File: src/rtl/pnp_cfg_pkg.sv
package pnp_cfg_pkg;

    typedef enum logic [1:0] {
        ST_WAIT_KEY = 2'd0,
        ST_SLEEP    = 2'd1,
        ST_ISOLATE  = 2'd2,
        ST_CONFIG   = 2'd3
    } card_st_e;

    localparam logic [15:0] ADDR_PORT  = 16'h0279;
    localparam logic [15:0] WDATA_PORT = 16'h0A79;

    localparam logic [7:0] RG_RDPORT = 8'h00;
    localparam logic [7:0] RG_ISO    = 8'h01;
    localparam logic [7:0] RG_CTRL   = 8'h02;
    localparam logic [7:0] RG_WAKE   = 8'h03;
    localparam logic [7:0] RG_RES    = 8'h04;
    localparam logic [7:0] RG_STAT   = 8'h05;
    localparam logic [7:0] RG_CSN    = 8'h06;
    localparam logic [7:0] RG_LDN    = 8'h07;
    localparam logic [7:0] RG_ACT    = 8'h30;
    localparam logic [7:0] RG_RCHK   = 8'h31;
    localparam logic [7:0] RG_VER    = 8'h75;
    localparam logic [7:0] VER_VAL   = 8'h04;

endpackage

File: src/rtl/pnp_port_decode.sv
module pnp_port_decode
    import pnp_cfg_pkg::*;
(
    input  logic [15:0] bus_addr,
    input  logic        bus_wr,
    input  logic        bus_rd,
    input  logic [7:0]  rdport,
    input  card_st_e    state,
    output logic        addr_wr,
    output logic        data_wr,
    output logic        rdp_rd
);

    logic data_live;
    logic read_live;
    logic rd_match;

    assign data_live = (state != ST_WAIT_KEY);
    assign read_live = (state == ST_ISOLATE) || (state == ST_CONFIG);
    assign rd_match  = (bus_addr[15:10] == 6'd0) &&
                       (bus_addr[9:2] == rdport) &&
                       (bus_addr[1:0] == 2'b11);

    assign addr_wr = bus_wr && (bus_addr == ADDR_PORT);
    assign data_wr = bus_wr && data_live && (bus_addr == WDATA_PORT);
    assign rdp_rd  = bus_rd && read_live && rd_match;

endmodule

File: src/rtl/pnp_card_fsm.sv
module pnp_card_fsm
    import pnp_cfg_pkg::*;
(
    input  logic       clk,
    input  logic       rst,
    input  logic       key_seen,
    input  logic       wake_wr,
    input  logic [7:0] wake_data,
    input  logic [7:0] csn,
    input  logic       go_wfk,
    output card_st_e   state
);

    card_st_e state_nx;

    always_ff @(posedge clk) begin
        if (rst) begin
            state <= ST_WAIT_KEY;
        end else begin
            state <= state_nx;
        end
    end

    always_comb begin
        state_nx = state;
        if (go_wfk) begin
            state_nx = ST_WAIT_KEY;
        end else begin
            unique case (state)
                ST_WAIT_KEY: begin
                    if (key_seen) state_nx = ST_SLEEP;
                end
                ST_SLEEP: begin
                    if (wake_wr && (wake_data == csn)) begin
                        state_nx = (wake_data == 8'd0) ? ST_ISOLATE : ST_CONFIG;
                    end
                end
                ST_ISOLATE: state_nx = ST_ISOLATE;
                ST_CONFIG:  state_nx = ST_CONFIG;
            endcase
        end
    end

endmodule

File: src/rtl/pnp_res_fetch.sv
module pnp_res_fetch (
    input  logic       clk,
    input  logic       rst,
    input  logic       enable,
    input  logic       res_ready,
    input  logic [7:0] res_byte,
    input  logic       take,
    output logic       res_req,
    output logic       flag,
    output logic [7:0] buf_q
);

    assign res_req = enable && !flag;

    always_ff @(posedge clk) begin
        if (rst) begin
            flag  <= 1'b0;
            buf_q <= 8'd0;
        end else if (res_req && res_ready) begin
            flag  <= 1'b1;
            buf_q <= res_byte;
        end else if (take) begin
            flag  <= 1'b0;
        end
    end

endmodule

File: src/rtl/pnp_ld_regs.sv
module pnp_ld_regs #(
    parameter int unsigned     NLD      = 2,
    parameter logic [NLD-1:0]  ACT_DFLT = NLD'(1)
) (
    input  logic             clk,
    input  logic             rst,
    input  logic             reload,
    input  logic [7:0]       ldn,
    input  logic             act_wr,
    input  logic             rchk_wr,
    input  logic [1:0]       wdata,
    output logic [NLD-1:0]   ld_active,
    output logic [2*NLD-1:0] ld_rchk,
    output logic             sel_act,
    output logic [1:0]       sel_rchk
);

    for (genvar g = 0; g < NLD; g++) begin : g_ld
        logic       hit;
        logic       act_q;
        logic [1:0] rchk_q;

        assign hit = (ldn == 8'(g));

        always_ff @(posedge clk) begin
            if (rst || reload) begin
                act_q  <= ACT_DFLT[g];
                rchk_q <= 2'b00;
            end else begin
                if (act_wr && hit)  act_q  <= wdata[0];
                if (rchk_wr && hit) rchk_q <= wdata;
            end
        end

        assign ld_active[g]       = act_q;
        assign ld_rchk[2*g +: 2]  = rchk_q;
    end

    always_comb begin
        sel_act  = 1'b0;
        sel_rchk = 2'b00;
        for (int i = 0; i < NLD; i++) begin
            if (ldn == 8'(i)) begin
                sel_act  = ld_active[i];
                sel_rchk = ld_rchk[2*i +: 2];
            end
        end
    end

endmodule

File: src/rtl/pnp_cfg_ctrl.sv
module pnp_cfg_ctrl
    import pnp_cfg_pkg::*;
#(
    parameter int unsigned    NLD         = 2,
    parameter logic [NLD-1:0] LD_ACT_DFLT = NLD'(1)
) (
    input  logic             clk,
    input  logic             rst,
    input  logic [15:0]      bus_addr,
    input  logic [7:0]       bus_wdata,
    input  logic             bus_wr,
    input  logic             bus_rd,
    output logic [7:0]       bus_rdata,
    output logic             rd_claim,
    input  logic             key_seen,
    input  logic [7:0]       iso_byte,
    output logic             res_req,
    input  logic             res_ready,
    input  logic [7:0]       res_byte,
    output logic [1:0]       card_state,
    output logic [NLD-1:0]   ld_active,
    output logic [2*NLD-1:0] ld_rchk
);

    card_st_e   state;
    logic       addr_wr;
    logic       data_wr;
    logic       rdp_rd;
    logic [7:0] reg_sel;
    logic [7:0] rdport;
    logic [7:0] csn;
    logic [7:0] ldn;
    logic [2:0] cmd_pend;
    logic       cfg_live;
    logic       wake_wr;
    logic       res_take;
    logic       res_flag;
    logic [7:0] res_buf;
    logic       sel_act;
    logic [1:0] sel_rchk;
    logic [7:0] rd_mux;

    assign cfg_live   = (state == ST_ISOLATE) || (state == ST_CONFIG);
    assign wake_wr    = data_wr && (reg_sel == RG_WAKE);
    assign res_take   = rdp_rd && (reg_sel == RG_RES) && (state == ST_CONFIG);
    assign card_state = state;

    pnp_port_decode u_dec (
        .bus_addr (bus_addr),
        .bus_wr   (bus_wr),
        .bus_rd   (bus_rd),
        .rdport   (rdport),
        .state    (state),
        .addr_wr  (addr_wr),
        .data_wr  (data_wr),
        .rdp_rd   (rdp_rd)
    );

    pnp_card_fsm u_fsm (
        .clk       (clk),
        .rst       (rst),
        .key_seen  (key_seen),
        .wake_wr   (wake_wr),
        .wake_data (bus_wdata),
        .csn       (csn),
        .go_wfk    (cmd_pend[1]),
        .state     (state)
    );

    pnp_res_fetch u_res (
        .clk       (clk),
        .rst       (rst),
        .enable    (state == ST_CONFIG),
        .res_ready (res_ready),
        .res_byte  (res_byte),
        .take      (res_take),
        .res_req   (res_req),
        .flag      (res_flag),
        .buf_q     (res_buf)
    );

    pnp_ld_regs #(
        .NLD      (NLD),
        .ACT_DFLT (LD_ACT_DFLT)
    ) u_ld (
        .clk       (clk),
        .rst       (rst),
        .reload    (cmd_pend[0]),
        .ldn       (ldn),
        .act_wr    (data_wr && cfg_live && (reg_sel == RG_ACT)),
        .rchk_wr   (data_wr && cfg_live && (reg_sel == RG_RCHK)),
        .wdata     (bus_wdata[1:0]),
        .ld_active (ld_active),
        .ld_rchk   (ld_rchk),
        .sel_act   (sel_act),
        .sel_rchk  (sel_rchk)
    );

    // Register-select latch: loaded from the address port in every state.
    always_ff @(posedge clk) begin
        if (rst) begin
            reg_sel <= 8'd0;
        end else if (addr_wr) begin
            reg_sel <= bus_wdata;
        end
    end

    // Card-level registers and the self-clearing command bits.
    always_ff @(posedge clk) begin
        if (rst) begin
            rdport   <= 8'd0;
            csn      <= 8'd0;
            ldn      <= 8'd0;
            cmd_pend <= 3'd0;
        end else begin
            cmd_pend <= (data_wr && (reg_sel == RG_CTRL)) ? bus_wdata[2:0] : 3'd0;
            if (data_wr) begin
                case (reg_sel)
                    RG_RDPORT: if (state == ST_ISOLATE) rdport <= bus_wdata;
                    RG_CSN:    if (cfg_live) csn <= bus_wdata;
                    RG_LDN:    if (cfg_live) ldn <= bus_wdata;
                    default: ;
                endcase
            end
            if (cmd_pend[2]) begin
                csn    <= 8'd0;
                rdport <= 8'd0;
            end
        end
    end

    always_comb begin
        case (reg_sel)
            RG_ISO:  rd_mux = (state == ST_ISOLATE) ? iso_byte : 8'd0;
            RG_RES:  rd_mux = res_buf;
            RG_STAT: rd_mux = {7'd0, res_flag};
            RG_CSN:  rd_mux = csn;
            RG_LDN:  rd_mux = ldn;
            RG_ACT:  rd_mux = {7'd0, sel_act};
            RG_RCHK: rd_mux = {6'd0, sel_rchk};
            RG_VER:  rd_mux = VER_VAL;
            default: rd_mux = 8'd0;
        endcase
    end

    always_ff @(posedge clk) begin
        if (rst) begin
            bus_rdata <= 8'd0;
            rd_claim  <= 1'b0;
        end else begin
            rd_claim <= rdp_rd;
            if (rdp_rd) bus_rdata <= rd_mux;
        end
    end

endmodule

File: config.mk
export PLATFORM = sky130hd
export DESIGN_NAME = pnp_cfg_ctrl
export DESIGN_NICKNAME = d
export VERILOG_FILES = /design/src/rtl/pnp_cfg_pkg.sv /design/src/rtl/pnp_port_decode.sv /design/src/rtl/pnp_card_fsm.sv /design/src/rtl/pnp_res_fetch.sv /design/src/rtl/pnp_ld_regs.sv /design/src/rtl/pnp_cfg_ctrl.sv
export SDC_FILE = /design/constraint.sdc
export NUM_CORES = 1
export LEC_CHECK = 0
export BUFFER_PORTS_ARGS = -buffer_cell sky130_fd_sc_hd__buf_4
export CAP_MARGIN = 20
export CORE_MARGIN = 2
export CORE_UTILIZATION = 50
export CTS_CLUSTER_DIAMETER = 50
export DETAILED_ROUTE_END_ITERATION = 6
export PLACE_DENSITY = 0.83
export SYNTH_ARGS = -nofsm -noshare
export SYNTH_HDL_FRONTEND = slang
export SYNTH_HIERARCHICAL = 1
export SYNTH_SLANG_ARGS = --single-unit
File: constraint.sdc
create_clock -name clk -period 2.5 [get_ports clk]
set_input_delay 0.125 -clock clk [delete_from_list [all_inputs] [get_ports clk]]
set_output_delay 0.125 -clock clk [all_outputs]
set_load 0.005 [all_outputs]
Yosys cells after proc, flatten, opt, wreduce, memory -nomap -nowiden

Cells that the tools add are included.

Logic and storage cells: 86
Output and inout port bits: 18
Bits in registers: 61

Multiplexer cells: 12
Eq/ne operators: 21
Bitwise operators: 1
Reductions and logical operators: 38

Operators with widths:

| operator                                                                 | count |
|---|---|
| 8-bit case mux with 8 select lines                                       | 1 |
| 8-bit by 3-bit equality test with 1-bit output (second input constant)   | 4 |
| 8-bit zero test                                                          | 3 |
| 1-bit logical AND                                                        | 21 |
| 16-bit by 10-bit equality test with 1-bit output (second input constant) | 1 |
| 16-bit by 12-bit equality test with 1-bit output (second input constant) | 1 |
| 8-bit by 1-bit equality test with 1-bit output (second input constant)   | 2 |
| 8-bit by 2-bit equality test with 1-bit output (second input constant)   | 2 |
| 8-bit by 6-bit equality test with 1-bit output (second input constant)   | 2 |
| 8-bit equality test                                                      | 2 |
| 3-bit AND reduction                                                      | 3 |
| 8-bit by 7-bit equality test with 1-bit output (second input constant)   | 1 |
| 2-bit 2-to-1 mux                                                         | 4 |
| 8-bit 2-to-1 mux                                                         | 1 |
| 2-bit case mux with 4 select lines                                       | 1 |
| 2-bit equality test (second input constant)                              | 3 |
| 6-bit zero test                                                          | 1 |
| 2-bit OR reduction                                                       | 3 |
| 1-bit 2-to-1 mux                                                         | 5 |
| 2-bit nonzero test                                                       | 2 |
| 2-bit by 1-bit equality test with 1-bit output (second input constant)   | 1 |
| 2-bit zero test                                                          | 1 |
| 1-bit logical OR                                                         | 2 |
| 2-bit by 1-bit inequality test with 1-bit output (second input constant) | 1 |
| other kinds (4)                                                          | 4 |

Longest topological paths before layout

Gate-level depths: netlist of run 1.

Depth after elaboration: 8
Gate-level depth with buffers: 8
Depth with buffers taken out: 7

Hierarchy

Netlist of run 1, hierarchy kept.

Modules (own cells, without submodules):

| module          | cells each | area an instance (um2) | times used |
|---|---|---|---|
| pnp_cfg_ctrl    | 215        | 2023.2                 | 1 |
| pnp_res_fetch   | 39         | 407.9                  | 1 |
| pnp_ld_regs     | 39         | 345.3                  | 1 |
| pnp_card_fsm    | 26         | 197.7                  | 1 |
| pnp_port_decode | 24         | 173.9                  | 1 |

Least setup slack after synthesis of run 1

Ideal clock, no wire load.

Kind: input -> register
Start point: input port bus_addr[2]
End point: register u_ld.g_ld[1].act_q
Path buffers: 0
Arrival: 1.963 ns
Stages on the path: 7
Setup slack: 0.418 ns
Cell sequence: nand4b_1 -> or4_4 -> nor3_2 -> nand2_1 -> nor4_1 -> nand4_1 -> mux2i_1

Cells in the longest elaborated chain, start to end: 5

RTL lines:

| what                                             | line                  | source |
|---|---|---|
| start: declaration                               | pnp_cfg_ctrl.sv:9     | `input logic [15:0] bus_addr,` |
| 16-bit by 12-bit equality test with 1-bit output | pnp_port_decode.sv:25 | `assign data_wr = bus_wr && data_live && (bus_addr == WDATA_PORT);` |
| 1-bit logical AND                                | pnp_port_decode.sv:25 |  |
| named net data_wr                                | pnp_cfg_ctrl.sv:27    | `logic data_wr;` |
| 1-bit logical AND (2 in series)                  | pnp_cfg_ctrl.sv:90    | `.act_wr (data_wr && cfg_live && (reg_sel == RG_ACT)),` |
| 1-bit logical AND                                | pnp_ld_regs.sv:30     | `if (act_wr && hit) act_q <= wdata[0];` |
| end signal: assignment                           | pnp_ld_regs.sv:27     | `act_q <= ACT_DFLT[g];` |
| end signal: assignment                           | pnp_ld_regs.sv:30     |  |
| end: declaration                                 | pnp_ld_regs.sv:20     | `logic act_q;` |

The timed path passes the listed nets, and every way through them passes these cells.
A chain may end at the register's enable or synchronous reset.

Worst setup path after layout of run 1

Start point: register reg_sel[0]
End point: register bus_rdata[2]

Cells in the longest elaborated chain, start to end: 2

RTL lines:

| what                                                                         | line                | source |
|---|---|---|
| start: declaration                                                           | pnp_cfg_ctrl.sv:29  | `logic [7:0] reg_sel;` |
| start signal: assignment                                                     | pnp_cfg_ctrl.sv:104 | `reg_sel <= bus_wdata;` |
| 8-bit by 7-bit equality test with 1-bit output, or another cell as far along | pnp_cfg_ctrl.sv:133 | `case (reg_sel)` |
| 8-bit case mux with 8 select lines (*)                                       | pnp_cfg_ctrl.sv:133 |  |
| end signal: assignment                                                       | pnp_cfg_ctrl.sv:152 | `if (rdp_rd) bus_rdata <= rd_mux;` |
| end: declaration                                                             | pnp_cfg_ctrl.sv:13  | `output logic [7:0] bus_rdata,` |

Every way passes the cells marked *; elsewhere a longest branch is shown, timed or not.

==> results of run 1 <==
-- worst max-delay path, stage by stage (launching register included) --
cell and delay, ns:
dfxtp_1 0.60, nor2b_2 0.37, and4_1 0.44, a22o_1 0.23, a2bb2oi_1 0.16
-- path summary, 6_finish.rpt --
kind         cells past startpoint      endpoint          from  slack, ns
max                              4  bus_rdata[2]    reg_sel[0]       0.63
min                              3  bus_rdata[6]   iso_byte[6]       0.06
max reg2reg                      4  bus_rdata[2]    reg_sel[0]       0.63
min reg2reg                      2  bus_rdata[7]  bus_rdata[7]       0.45
-- cells by family after synthesis --
group	Yosys count	share of synthesized area [%]
buffers and inverters	22	3.97
and+or+nand+nor	155	27.8
DFF	61	38.8
muxes	56	17.8
xor gates and xnor gates	16	4.45
AOI/OAI and AO/OA	33	7.19
-- metrics by stage --
step	setup WS, ns	instances	area, um2	hold WS (ns)	power, W
6_report	0.628	484	3800	0.0609	0.00182
5_1_grt	0.518	484	3800	0.0542	0.00189
4_1_cts	0.648	484	3800	0.0485	0.00184
3_5_place_dp	0.380	470	3650	0.408	0.00114
3_3_place_gp	0.445	470	3650	0.397	0.00113
2_1_floorplan	0.418	343	3150	0.237	0.00105
-- power by group through the flow --
stage | Sequential [W] | Combinational [W] | Clock, W
floorplan | 0.00100 | 0.0000469 | 0
global placement | 0.00100 | 0.000133 | 0
detailed placement | 0.00100 | 0.000136 | 0
CTS | 0.000980 | 0.000136 | 0.000722
global route | 0.000981 | 0.000149 | 0.000764
finish | 0.000981 | 0.000136 | 0.000706
-- area by class of cell --
type | instances | area [um2] | area share (%)
repair buffers | 69 | 518 | 13.6
clock inverters | 3 | 15.0 | 0.395
inverters | 5 | 18.8 | 0.494
flip-flops and latches | 61 | 1220 | 32.1
multi-input cells | 260 | 1800 | 47.4
clock buffers | 11 | 131 | 3.46
well taps | 75 | 93.8 | 2.47
-- layer usage --
| metal | up-vias | wire length (um) | part of all wire, % | GRT usage [%] |
|---|---|---|---|---|
| li1 | 1324 | - | - | - |
| met1 | 1249 | 3490 | 45 | 30.7 |
| met2 | 92 | 3670 | 47 | 36.3 |
| met3 | 16 | 442 | 5.7 | 5.27 |
| met4 | 0 | 170 | 2.2 | 9.84 |
| met5 | - | 0 | 0 | 0 |
-- flip-flops by register name, indices dropped and copies added, names as in the netlist, 3 cells and up --
register,cells
reg_sel,8
cmd_pend,3
rdport,8
csn,8
u_res/buf_q,8
u_ld/g_ld.rchk_q,4
ldn,8
bus_rdata,8
-- layout by cell type, fill, tap and decap left out, types with 2 or more instances in the layout --
cell type	Yosys	routed
a22oi_1	5	5
a31oi_1	2	2
a32oi_1	2	2
and2_1	2	2
and3_1	3	3
and4_1	3	3
buf_4	3	69
clkbuf_1	7	2
clkbuf_8	0	9
clkinv_2	0	3
dfxtp_1	61	61
inv_1	5	5
mux2i_1	56	56
nand2_1	32	32
nand2b_1	17	17
nand3_1	8	8
nand3b_1	2	2
nand4_1	7	7
nand4_4	2	2
nand4bb_1	2	2
nor2_1	49	49
nor2b_1	3	3
nor3_1	3	3
nor3b_1	2	2
nor4_1	5	5
nor4_4	2	2
o21ai_0	11	11
o21ai_1	5	5
xnor2_1	16	16
==> results.cfg, run 1 <==
[logic_synthesis]
synth.most_common_cell = dfxtp_1
synth_fp_nets = 389
synth_area_um2 = 3150
synth_edf_count = 0
yosys_register_bits = 61
synth_top_cells_by_count = dfxtp_1, mux2i_1, nor2_1, nand2_1, nand2b_1
yosys_warnings = 6
synthArstFlopShare_pct = 0
synth_top_area_cell = dfxtp_1
synth.distinct_cells = 51
synthTopCellsByArea = dfxtp_1, mux2i_1, nor2_1
avgSynthCellArea_um2 = 9.18
synth_top_area_share_pct = 38.8
postSynthCellCount = 343
ys_seq_area_share_pct = 38.8
synthFlopType = dfxtp_1

[sta]
period_share_pct = 74.9
post-route-min-period_ns = 1.87
fin_setup_tns_ns = 0
final-max-slew-violation-count = 0
finalHoldViolations = 0
setup_viol = 0
clock.fmax_mhz = 534
max_slew.worst_pin.slew_ns = 0.541
finalClockSkew_ns = 0.0105
slew-limit-headroom_pct = 63.8
rsz0062_at_grt = false

[final_layout]
area_delta_synth_final_pct = 20.7
drive_gt1_share_pct = 23.7
antenna-diode-count = 0
fin_util_pct = 63.4
fillers = 510
nets = 452

[critical_path]
worstSetupEndpointType = flip-flop
required_ns = 2.76
critPathKind = flip-flop to flip-flop
path_max_fanout = 15
worstPathArrival_ns = 2.13
startpoint_type = flip-flop

[clock_network]
postCtsResizedCells = 0
cts-root-buf = clkbuf_8
numCtsBuffers = 9
cts-hold-fix-buffers = 0
clock_path_buffers = 2
cts_setup_buffers = 0
clk_latency_ns = 0.34
clk_pin_slew_ns = 0.07
htreeDepth = 3
cts_tree = done
cts_sinks = 61

[run_status]
status = finished, final reports clean

[place]
gp_congestion = 0.904
dpl.hpwl_um = 5720
port_buffers = 63

[routing]
via_per_inst = 5.54
drt-wirelength-per-cell_um = 16.1
drt-initial-drc-count = 244
ant_nets = 0
wirelength_um = 7780
route.detailed.drc = 0
vias = 2681
drt-pass1-iter-count = 4

[floorplan]
die_area_um2 = 6950
rows = 28
start_util_pct = 52.5
fp.dieW_um = 83.3
io_pins = 64
core_area_um2 = 5990
die-height_um = 83.3

[power]
p_per_area_nw_per_um2 = 480
combPwrFrac_pct = 7.5
ir_worst_vdd_mv = 0.446
clkPwrFrac_pct = 38.7
power_leakage_nw = 1.63
internal-power_w = 0.00139
swShare_pct = 23.7
power_frac_seq_pct = 53.8
power.switching_w = 0.000433

[global_route]
antenna_found_initial = 0
grt_pass1_vias = 2659
grt_max_degree = 40
grt_pass1_wl_um = 13000
grt_overflow = 0
track_usage_pct = 23.2

[job]
max_cap_viol_count = 0

[hold_path]
worstHoldPathType = primary input to flip-flop
Note: power is estimated with default switching activity, not from simulation.
==> run 2, diff against run 1 <==
--- a/config.mk
+++ b/config.mk
@@ -8,10 +8,10 @@
 export BUFFER_PORTS_ARGS = -buffer_cell sky130_fd_sc_hd__buf_4
 export CAP_MARGIN = 20
 export CORE_MARGIN = 2
-export CORE_UTILIZATION = 50
+export CORE_UTILIZATION = 49
 export CTS_CLUSTER_DIAMETER = 50
 export DETAILED_ROUTE_END_ITERATION = 6
-export PLACE_DENSITY = 0.83
+export PLACE_DENSITY = 0.84
 export SYNTH_ARGS = -nofsm -noshare
 export SYNTH_HDL_FRONTEND = slang
 export SYNTH_HIERARCHICAL = 1
==> constraint.sdc (replaced) <==
create_clock -name clk -period 1.58 [get_ports clk]
set_input_delay 0.079 -clock clk [delete_from_list [all_inputs] [get_ports clk]]
set_output_delay 0.079 -clock clk [all_outputs]
set_load 0.005 [all_outputs]
==> results.cfg, run 2 (synthesis results as in run 1) <==
[global_route]
grt_util_met1_pct = 29.7
grt_pass1_wl_um = 13600
track_usage_pct = 24.0
use_met3_pct = 5.60
grt_overflow = 0
grt_pass1_vias = 2883
grt_max_degree = 23
top_usage_layer = met2
met2_usage_pct = 40.5
antenna_found_initial = 0

[final_layout]
area_delta_synth_final_pct = 34.2
mostFrequentLayoutCell = buf_4
fillers = 496
drive_gt1_share_pct = 35.5
layout_common_cells = buf_4, mux2i_1, dfxtp_1, nor2_1, nand2_1
antenna-diode-count = 0
layout.cells.non_filler = 522
nets = 487

[floorplan]
start_util_pct = 50.1
rows = 29
die-height_um = 84.2
die_area_um2 = 7080
fp.dieW_um = 84.2
core_area_um2 = 6280
io_pins = 64

[sta]
finalWorstSetupSlack_ns = -0.0452
finalClockSkew_ns = 0.00810
setup_viol = 8
clock.fmax_mhz = 615
max_slew.worst_pin.slew_ns = 0.539
finalHoldViolations = 0
final-max-slew-violation-count = 0
period_share_pct = 103
holdWs_ns = 0.0140
post-route-min-period_ns = 1.63
slew-limit-headroom_pct = 63.9
rsz0062_at_grt = true

[clock_network]
clk_latency_ns = 0.34
clk_pin_slew_ns = 0.06
cts_tree = done
numCtsBuffers = 9
clock_path_buffers = 2
cts_sinks = 61
htreeDepth = 3
cts-root-buf = clkbuf_8

[routing]
wirelength_um = 8400
drt-pass1-iter-count = 5
vias = 2881
drt-wirelength-per-cell_um = 16.1
route.detailed.drc = 0
via_per_inst = 5.52
drt-initial-drc-count = 122
ant_nets = 0

[job]
max_cap_viol_count = 0

[run_status]
violations = negative setup slack
status = finished with violations

[critical_path]
critPathKind = flip-flop to flip-flop
worstSetupEndpointType = flip-flop
cp_common_cell = nand4_1
crit_path_cell_trace = nor4_4, buf_4, nand4_1, nor2_2, nand4_1, mux2i_1
required_ns = 1.80
path_delay_family = simple AND/OR/NAND/NOR gates
worstPathArrival_ns = 1.85
startpoint_type = flip-flop
crit_buf_inv = 1
path_max_fanout = 4
cp_slowest_cell = nor4_4
critical_path.max_stage_delay_ns = 0.36

[power]
power.total_w = 0.00299
p_per_area_nw_per_um2 = 708
power_leakage_nw = 1.84
ir_worst_vdd_mv = 0.465

[place]
place_inst = 502
port_buffers = 63
place_ws_ns = -0.429
dpl.hpwl_um = 5900
gp_congestion = 0.921

[hold_path]
worstHoldPathType = primary input to flip-flop
## run 2: cell types whose count changed in the layout (fill, tap and decap cells not counted), sizes merged
cell    change
buf        +35
clkbuf      +2
clkinv      -1
## run 2: timing repair
action	4_1_cts	5_1_grt
gates resized for setup	14	18
setup endpoints to repair	21	36
buffers inserted	2	3
hold buffers	0	0
pin swaps	11	14
## run 2: area by class of cell
| class | count | area, um2 | share of cell area [%] |
|---|---|---|---|
| Timing Repair Buffer | 104 | 803 | 19.0 |
| Tap cell | 77 | 96.3 | 2.28 |
| Multi-Input combinational cell | 260 | 1920 | 45.4 |
| Inverter | 5 | 18.8 | 0.444 |
| Clock inverter | 2 | 10.0 | 0.237 |
| Sequential cell | 61 | 1230 | 29.1 |
| Clock buffer | 13 | 149 | 3.52 |
## run 2: report_power, final
group          leakage [nW]  switching [W]  internal (W)
registers             0.495     0.00000551       0.00154
logic                  1.26       0.000126      0.000140
clock network        0.0833       0.000579      0.000599
## run 2: path summary, 6_finish.rpt
path | startpoint | to | slack, ns | cells after the start
max reg2reg | reg_sel[3] | u_ld/g_ld[1].rchk_q[1] | -0.05 | 6
min | res_byte[5] | u_res/buf_q[5] | 0.01 | 3
max | reg_sel[3] | u_ld/g_ld[1].rchk_q[1] | -0.05 | 6
min reg2reg | bus_rdata[7] | bus_rdata[7] | 0.45 | 2
## run 2: metal layers
layer,part of all wire [%],up-vias
li1,-,1390
met1,43,1376
met2,49,100
met3,5.8,15
met4,2.0,0
met5,0,-
## run 2: metrics by stage
step	setup TNS, ns	utilization (%)	cell area, um2
global placement	-10.73	62.2	3900
global route	-1.37	67.3	4220
floorplan	-4.83	-	3180
finish	-0.178	67.3	4220
detailed placement	-12.63	62.2	3900
CTS	0	65.8	4130
## run 2: tightest hold or removal path: cells and delay by family
kind          cells  cell delay [ns]
mux               1             0.06
buf+inv           1             0.11
simple gates      1             0.06
